<file path="src/rtl/spi_reg_pkg.sv">
package spi_reg_pkg;

    localparam int REG_ADDR_W = 2;

    localparam logic [REG_ADDR_W-1:0] OFS_CTRL = 2'd0;
    localparam logic [REG_ADDR_W-1:0] OFS_STAT = 2'd1;
    localparam logic [REG_ADDR_W-1:0] OFS_DATA = 2'd2;

    // control bit positions
    localparam int CB_IEN = 7;
    localparam int CB_EN  = 6;
    localparam int CB_POL = 3;
    localparam int CB_PHA = 2;
    localparam int CB_RT1 = 1;
    localparam int CB_RT0 = 0;

    // status bit positions
    localparam int SB_DONE = 7;
    localparam int SB_WCOL = 6;
    localparam int SB_MODF = 4;

    typedef enum logic [1:0] {
        XS_IDLE  = 2'd0,
        XS_SHIFT = 2'd1,
        XS_DONE  = 2'd2
    } xfer_state_t;

endpackage

</file>
<file path="src/rtl/spi_reg_rate.sv">
module spi_reg_rate #(
    parameter int CNT_W = 5,
    parameter int HALF0 = 1,
    parameter int HALF1 = 2,
    parameter int HALF2 = 8,
    parameter int HALF3 = 16
) (
    input  logic       clk,
    input  logic       rst_n,
    input  logic       start,
    input  logic [1:0] rate,
    input  logic       run,
    output logic       tick
);

    logic [1:0]       rate_q;
    logic [CNT_W-1:0] cnt_q;
    logic [CNT_W-1:0] half_m1;

    // rate is frozen at transfer start
    always_ff @(posedge clk or negedge rst_n) begin
        if (!rst_n) begin
            rate_q <= 2'd0;
        end else if (start) begin
            rate_q <= rate;
        end
    end

    always_comb begin
        unique case (rate_q)
            2'd0:    half_m1 = CNT_W'(HALF0 - 1);
            2'd1:    half_m1 = CNT_W'(HALF1 - 1);
            2'd2:    half_m1 = CNT_W'(HALF2 - 1);
            default: half_m1 = CNT_W'(HALF3 - 1);
        endcase
    end

    assign tick = run && (cnt_q == half_m1);

    always_ff @(posedge clk or negedge rst_n) begin
        if (!rst_n) begin
            cnt_q <= '0;
        end else if (!run || tick) begin
            cnt_q <= '0;
        end else begin
            cnt_q <= cnt_q + 1'b1;
        end
    end

endmodule

</file>
<file path="src/rtl/spi_reg_engine.sv">
module spi_reg_engine
    import spi_reg_pkg::*;
#(
    parameter int DATA_W = 8
) (
    input  logic              clk,
    input  logic              rst_n,
    input  logic              start,
    input  logic [DATA_W-1:0] load_data,
    input  logic              cpha,
    input  logic              tick,
    input  logic              miso,
    output logic              busy,
    output logic              finish,
    output logic              shifting,
    output logic              mosi,
    output logic              phase,
    output logic [DATA_W-1:0] rx_byte
);

    localparam int EDGES = 2 * DATA_W;
    localparam int EC_W  = $clog2(EDGES);
    localparam logic [EC_W-1:0] LAST_EDGE = EC_W'(EDGES - 1);

    xfer_state_t state_q, state_d;

    logic [EC_W-1:0]   edge_q;
    logic [DATA_W-1:0] tx_q;
    logic [DATA_W-1:0] rx_q;
    logic              pha_q;
    logic              mosi_q;
    logic              phase_q;
    logic              first_half;

    // edge number edge_q+1 is odd: first edge of a bit
    assign first_half = ~edge_q[0];

    // state register
    always_ff @(posedge clk or negedge rst_n) begin
        if (!rst_n) begin
            state_q <= XS_IDLE;
        end else begin
            state_q <= state_d;
        end
    end

    // next state
    always_comb begin
        state_d = state_q;
        unique case (state_q)
            XS_IDLE:  if (start) state_d = XS_SHIFT;
            XS_SHIFT: if (tick && edge_q == LAST_EDGE) state_d = XS_DONE;
            XS_DONE:  state_d = XS_IDLE;
            default:  state_d = XS_IDLE;
        endcase
    end

    // outputs
    always_comb begin
        busy     = 1'b0;
        finish   = 1'b0;
        shifting = 1'b0;
        unique case (state_q)
            XS_IDLE:  ;
            XS_SHIFT: begin busy = 1'b1; shifting = 1'b1; end
            XS_DONE:  begin busy = 1'b1; finish = 1'b1; end
            default:  ;
        endcase
    end

    // datapath
    always_ff @(posedge clk or negedge rst_n) begin
        if (!rst_n) begin
            edge_q  <= '0;
            tx_q    <= '0;
            rx_q    <= '0;
            pha_q   <= 1'b0;
            mosi_q  <= 1'b0;
            phase_q <= 1'b0;
            rx_byte <= '0;
        end else begin
            unique case (state_q)
                XS_IDLE: begin
                    if (start) begin
                        tx_q    <= load_data;
                        rx_q    <= '0;
                        edge_q  <= '0;
                        phase_q <= 1'b0;
                        pha_q   <= cpha;
                        if (!cpha) begin
                            mosi_q <= load_data[DATA_W-1];
                        end
                    end
                end
                XS_SHIFT: begin
                    if (tick) begin
                        phase_q <= ~phase_q;
                        edge_q  <= edge_q + 1'b1;
                        if (!pha_q) begin
                            if (first_half) begin
                                rx_q <= {rx_q[DATA_W-2:0], miso};
                            end else if (edge_q != LAST_EDGE) begin
                                tx_q   <= {tx_q[DATA_W-2:0], 1'b0};
                                mosi_q <= tx_q[DATA_W-2];
                            end
                        end else begin
                            if (first_half) begin
                                mosi_q <= tx_q[DATA_W-1];
                                tx_q   <= {tx_q[DATA_W-2:0], 1'b0};
                            end else begin
                                rx_q <= {rx_q[DATA_W-2:0], miso};
                            end
                        end
                    end
                end
                XS_DONE: begin
                    rx_byte <= rx_q;
                end
                default: ;
            endcase
        end
    end

    assign mosi  = mosi_q;
    assign phase = phase_q;

endmodule

</file>
<file path="src/rtl/spi_reg_file.sv">
module spi_reg_file
    import spi_reg_pkg::*;
#(
    parameter int DATA_W = 8
) (
    input  logic                  clk,
    input  logic                  rst_n,
    input  logic                  sel,
    input  logic                  wr,
    input  logic [REG_ADDR_W-1:0] addr,
    input  logic [DATA_W-1:0]     wdata,
    output logic [DATA_W-1:0]     rdata,
    input  logic                  busy,
    input  logic                  finish,
    input  logic [DATA_W-1:0]     rx_byte,
    output logic                  start,
    output logic                  en,
    output logic                  cpol,
    output logic                  cpha,
    output logic [1:0]            rate,
    output logic                  done_flag,
    output logic                  wcol_flag,
    output logic                  irq
);

    logic [DATA_W-1:0] ctrl_q;
    logic              done_q, wcol_q;
    logic              cap_done_q, cap_wcol_q;
    logic              ctrl_wr, stat_rd, data_rd, data_wr, data_ok, clr_evt;
    logic [DATA_W-1:0] stat_word;

    assign ctrl_wr = sel && wr  && (addr == OFS_CTRL);
    assign stat_rd = sel && !wr && (addr == OFS_STAT);
    assign data_rd = sel && !wr && (addr == OFS_DATA);
    assign data_wr = sel && wr  && (addr == OFS_DATA);
    assign data_ok = data_wr && ctrl_q[CB_EN];
    assign clr_evt = data_rd || data_ok;
    assign start   = data_ok && !busy;

    always_ff @(posedge clk or negedge rst_n) begin
        if (!rst_n) begin
            ctrl_q <= '0;
        end else if (ctrl_wr) begin
            ctrl_q <= wdata;
        end
    end

    // flags and the status-read recording
    always_ff @(posedge clk or negedge rst_n) begin
        if (!rst_n) begin
            done_q     <= 1'b0;
            wcol_q     <= 1'b0;
            cap_done_q <= 1'b0;
            cap_wcol_q <= 1'b0;
        end else begin
            if (clr_evt && cap_done_q) done_q <= 1'b0;
            if (finish)                done_q <= 1'b1;
            if (clr_evt && cap_wcol_q) wcol_q <= 1'b0;
            if (data_ok && busy)       wcol_q <= 1'b1;
            if (stat_rd) begin
                cap_done_q <= done_q;
                cap_wcol_q <= wcol_q;
            end else if (clr_evt || finish) begin
                cap_done_q <= 1'b0;
                cap_wcol_q <= 1'b0;
            end
        end
    end

    always_comb begin
        stat_word          = '0;
        stat_word[SB_DONE] = done_q;
        stat_word[SB_WCOL] = wcol_q;
        stat_word[SB_MODF] = 1'b0;
    end

    always_comb begin
        unique case (addr)
            OFS_CTRL: rdata = ctrl_q;
            OFS_STAT: rdata = stat_word;
            OFS_DATA: rdata = rx_byte;
            default:  rdata = '0;
        endcase
    end

    assign en        = ctrl_q[CB_EN];
    assign cpol      = ctrl_q[CB_POL];
    assign cpha      = ctrl_q[CB_PHA];
    assign rate      = {ctrl_q[CB_RT1], ctrl_q[CB_RT0]};
    assign done_flag = done_q;
    assign wcol_flag = wcol_q;
    assign irq       = done_q && ctrl_q[CB_IEN];

endmodule

</file>
<file path="src/rtl/spi_reg_master.sv">
module spi_reg_master
    import spi_reg_pkg::*;
#(
    parameter int DATA_W = 8,
    parameter int CNT_W  = 5
) (
    input  logic                  clk,
    input  logic                  rst_n,
    input  logic                  bus_sel,
    input  logic                  bus_wr,
    input  logic [REG_ADDR_W-1:0] bus_addr,
    input  logic [DATA_W-1:0]     bus_wdata,
    output logic [DATA_W-1:0]     bus_rdata,
    input  logic                  spi_miso,
    output logic                  spi_mosi,
    output logic                  spi_sck,
    output logic                  irq
);

    logic              start, busy, finish, shifting, tick, phase;
    logic              en, cpol, cpha, done_flag, wcol_flag;
    logic [1:0]        rate;
    logic [DATA_W-1:0] rx_byte;

    spi_reg_file #(.DATA_W(DATA_W)) u_regs (
        .clk       (clk),
        .rst_n     (rst_n),
        .sel       (bus_sel),
        .wr        (bus_wr),
        .addr      (bus_addr),
        .wdata     (bus_wdata),
        .rdata     (bus_rdata),
        .busy      (busy),
        .finish    (finish),
        .rx_byte   (rx_byte),
        .start     (start),
        .en        (en),
        .cpol      (cpol),
        .cpha      (cpha),
        .rate      (rate),
        .done_flag (done_flag),
        .wcol_flag (wcol_flag),
        .irq       (irq)
    );

    spi_reg_rate #(.CNT_W(CNT_W)) u_rate (
        .clk   (clk),
        .rst_n (rst_n),
        .start (start),
        .rate  (rate),
        .run   (shifting),
        .tick  (tick)
    );

    spi_reg_engine #(.DATA_W(DATA_W)) u_engine (
        .clk       (clk),
        .rst_n     (rst_n),
        .start     (start),
        .load_data (bus_wdata),
        .cpha      (cpha),
        .tick      (tick),
        .miso      (spi_miso),
        .busy      (busy),
        .finish    (finish),
        .shifting  (shifting),
        .mosi      (spi_mosi),
        .phase     (phase),
        .rx_byte   (rx_byte)
    );

    assign spi_sck = phase ^ cpol;

endmodule

</file>
<file path="config.mk">
export PLATFORM = sky130hd
export DESIGN_NAME = spi_reg_master
export DESIGN_NICKNAME = d
export VERILOG_FILES = /design/src/rtl/spi_reg_pkg.sv /design/src/rtl/spi_reg_rate.sv /design/src/rtl/spi_reg_engine.sv /design/src/rtl/spi_reg_file.sv /design/src/rtl/spi_reg_master.sv
export SDC_FILE = /design/constraint.sdc
export NUM_CORES = 1
export LEC_CHECK = 0
export BUFFER_PORTS_ARGS = -buffer_cell sky130_fd_sc_hd__buf_2
export CAP_MARGIN = 15
export CORE_MARGIN = 2
export CORE_UTILIZATION = 45
export CTS_CLUSTER_DIAMETER = 60
export DETAILED_ROUTE_END_ITERATION = 10
export SYNTH_ARGS = -nofsm -noshare
export SYNTH_HDL_FRONTEND = slang
export SYNTH_SLANG_ARGS = --single-unit
</file>
<file path="constraint.sdc">
create_clock -name clk -period 2.77 [get_ports clk]
set_input_delay 0.554 -clock clk [delete_from_list [all_inputs] [get_ports clk]]
set_output_delay 0.554 -clock clk [all_outputs]
set_load 0.02 [all_outputs]
</file>
==> impl_metrics.env <==
export IMPL_fin_hold_ws_ns=0.293
export IMPL_seq_area_frac_synth_pct=49.7
export IMPL_crit_path_start="u_engine.state_q[0]$_DFFE_PN0P_"
export IMPL_fin_tns_setup_ns=0
export IMPL_worstPathMaxFanout=8
export IMPL_synth_area_leaders="dfrtp_1 (50%), mux2_2 (9.0%), mux2i_1 (3.4%)"
export IMPL_layout_drive_gt1_share_pct=23.7
export IMPL_core_um2=5570
export IMPL_r2r_start="u_engine.state_q[0]$_DFFE_PN0P_"
export IMPL_grt_pass1_vias=1941
export IMPL_ios=26
export IMPL_end_kind="register"
export IMPL_hold_path_class="in2async"
export IMPL_syn_nets=267
export IMPL_highest_layer="met4"
export IMPL_nNetsFinal=299
export IMPL_root_buffer="clkbuf_8"
export IMPL_final_seq_area_um2=1300
export IMPL_met1_length_um=3010
export IMPL_power_density_nw_per_um2=844
export IMPL_cts_tree="built"
export IMPL_antenna_found_initial=0
export IMPL_route_met3_wl_um=143
export IMPL_clock_latency_ns=0.31
export IMPL_worstMarginPinSlew_ns=0.793
export IMPL_arrival_ns=2.62
export IMPL_synth_edf_count=0
export IMPL_cp_required_ns=2.97
export IMPL_grt_use_total_pct=20.1
export IMPL_syn_area_per_cell_um2=10.6
export IMPL_finalWirelength_um=5850
export IMPL_drt_iter0_drc=168
export IMPL_via_count=1990
export IMPL_rrSetupSlack_ns=0.36
export IMPL_final_common_cell="dfrtp_1"
export IMPL_cts_buffers_inserted=5
export IMPL_area_growth_pct=12.9
export IMPL_grt_pass1_wl_um=9860
export IMPL_io_buffers=25
export IMPL_post_place_cells=343
export IMPL_multi_input_area_um2=1240
export IMPL_ys_flop_type="dfrtp_1"
export IMPL_timing_max_cap_violations=0
export IMPL_cts_sinks=52
export IMPL_synth_top_area_share_pct=49.7
export IMPL_status="complete, no violations"
export IMPL_r2r_cells=7
export IMPL_yosysTopAreaCell="dfrtp_1"
export IMPL_grt_ovfl_total=0
export IMPL_avgViaCountPerCell=5.67
export IMPL_final_util_pct=53.0
export IMPL_setup_viol=0
export IMPL_grt_max_degree=35
export IMPL_syn_cell_area_um2=2620
export IMPL_dp_hpwl_um=4200
export IMPL_hold_buffers=0
export IMPL_fmax_mhz=415
export IMPL_num_antenna_cells=0
export IMPL_dieArea_um2=6440
export IMPL_met2WireLength_um=2610
export IMPL_fillCellCount=532
export IMPL_placementRows=27
export IMPL_p_leak_nw=1.36
export IMPL_rsz0062_at_grt="no"
export IMPL_cts_setup_buffers=0
export IMPL_min_period_over_period_pct=87.1
export IMPL_postRouteAntennaNets=0
export IMPL_gp_congestion=0.810
export IMPL_wl_per_cell_um=16.7
export IMPL_netlist_instances=246
export IMPL_hold_violations=0
export IMPL_ctsLongestPathBuffers=2
export IMPL_yosys_warnings=0
export IMPL_reg2reg_to="u_engine.mosi$_DFFE_PN0P_"
export IMPL_slew_limit_headroom_pct=45.8
export IMPL_crit_end="u_engine.mosi$_DFFE_PN0P_"
export IMPL_htreeDepth=2
export IMPL_critical_path_class="reg2reg"
export IMPL_finalCriticalPeriod_ns=2.41
export IMPL_slew_viol_final=0
export IMPL_dieWidth_um=80.3
export IMPL_async_flop_share_pct=100
export IMPL_post_place_ws_ns=0.324
export IMPL_worstSetupStartpointType="register"
export IMPL_initial_utilization_pct=47.0
export IMPL_max_vdd_ir_drop_v=0.000400
export IMPL_clk_pin_slew_ns=0.10
export IMPL_layout_common_cells="dfrtp_1 (52), buf_2 (25), nor2_1 (23)"
export IMPL_finalNonFillerCells=351
export IMPL_fp_dieH_um=80.3
export IMPL_fin_ws_ns=0.358
export IMPL_synthDistinctLibCells=49
export IMPL_drt_pass1_iterations=4
export IMPL_synth_seq_cells=52
export IMPL_cts_resized=0
export IMPL_skew_ns=0.00700
export IMPL_post_route_drc_count=0
## metal layers
layer | track usage, % | vias up
met5 | 0 | -
met4 | 5.08 | 0
met3 | 4.38 | 7
met2 | 29.6 | 29
met1 | 30.0 | 987
li1 | - | 967
## worst max-delay path, stage by stage (launching register included)
cell	delay [ns]
dfrtp_1	0.43
inv_1	0.11
ha_1	0.34
inv_1	0.10
o41a_1	0.49
a31o_2	0.30
a221oi_2	0.19
mux2_1	0.34
## synth_stat cells (2+ instances only)
cell type  count
a211oi_1       4
a21o_1         3
a21oi_1        5
a22o_1         9
and3_1         3
clkbuf_1       6
dfrtp_1       52
ha_1           6
inv_1         12
mux2_2        21
mux2i_1        9
nand2_1       18
nand2b_1       5
nand3_1       11
nand3b_1       2
nand4_1        2
nor2_1        23
nor3_1         7
nor3b_1        3
nor4_1         4
o21ai_0        4
o22ai_1        7
xnor2_1        3
xor2_1         2
## power by group
| part | switching, mW | internal (mW) |
|---|---|---|
| Combinational | 0.522 | 0.365 |
| Sequential | 0.187 | 0.950 |
| Clock | 0.285 | 0.185 |
## flip-flops by register name (all words and copies together), names as in the netlist, 2 cells and up
register	flops
u_engine.tx_q	8
u_engine.edge_q	4
u_rate.rate_q	2
u_engine.rx_q	8
u_engine.state_q	2
u_rate.cnt_q	5
u_engine.rx_byte	8
u_regs.ctrl_q	8
## per-stage QoR
stage / instance area (um^2) / power (mW)
CTS: 2960 / 2.50
detailed placement: 2860 / 2.04
global placement: 2860 / 2.02
finish: 2960 / 2.49
global route: 2960 / 2.67
floorplan: 2620 / 1.75
## cell type report
cell class | instances | area share [%]
flip-flops and latches | 52 | 44.0
multi-input cells | 174 | 42.0
repair buffers | 33 | 6.27
well taps | 72 | 3.05
clock buffers | 5 | 2.33
inverters | 12 | 1.52
clock inverters | 3 | 0.847
## cell families after synthesis
| group | Yosys count | synth area share (%) |
|---|---|---|
| flops | 52 | 49.7 |
| simple gates | 82 | 15.3 |
| mux | 31 | 12.9 |
| buf+inv | 20 | 2.92 |
| xor+xnor | 5 | 1.67 |
| compound gates | 50 | 14.6 |
| fa+ha+maj | 6 | 2.87 |
## worst min-delay path by stage
stage,from,to,cells past startpoint
after floorplan,rst_n,u_engine.edge_q[0]$_DFFE_PN0P_,0
after global placement,u_engine.rx_byte[2]$_DFFE_PN0P_,u_engine.rx_byte[2]$_DFFE_PN0P_,1
after detailed placement,u_regs.cap_wcol_q$_DFFE_PN0P_,u_regs.cap_wcol_q$_DFFE_PN0P_,2
after CTS,rst_n,u_rate.cnt_q[0]$_DFF_PN0_,1
after global routing,rst_n,u_engine.edge_q[0]$_DFFE_PN0P_,1
final,rst_n,u_rate.cnt_q[0]$_DFF_PN0_,1
(Power assumes the default switching activity.)
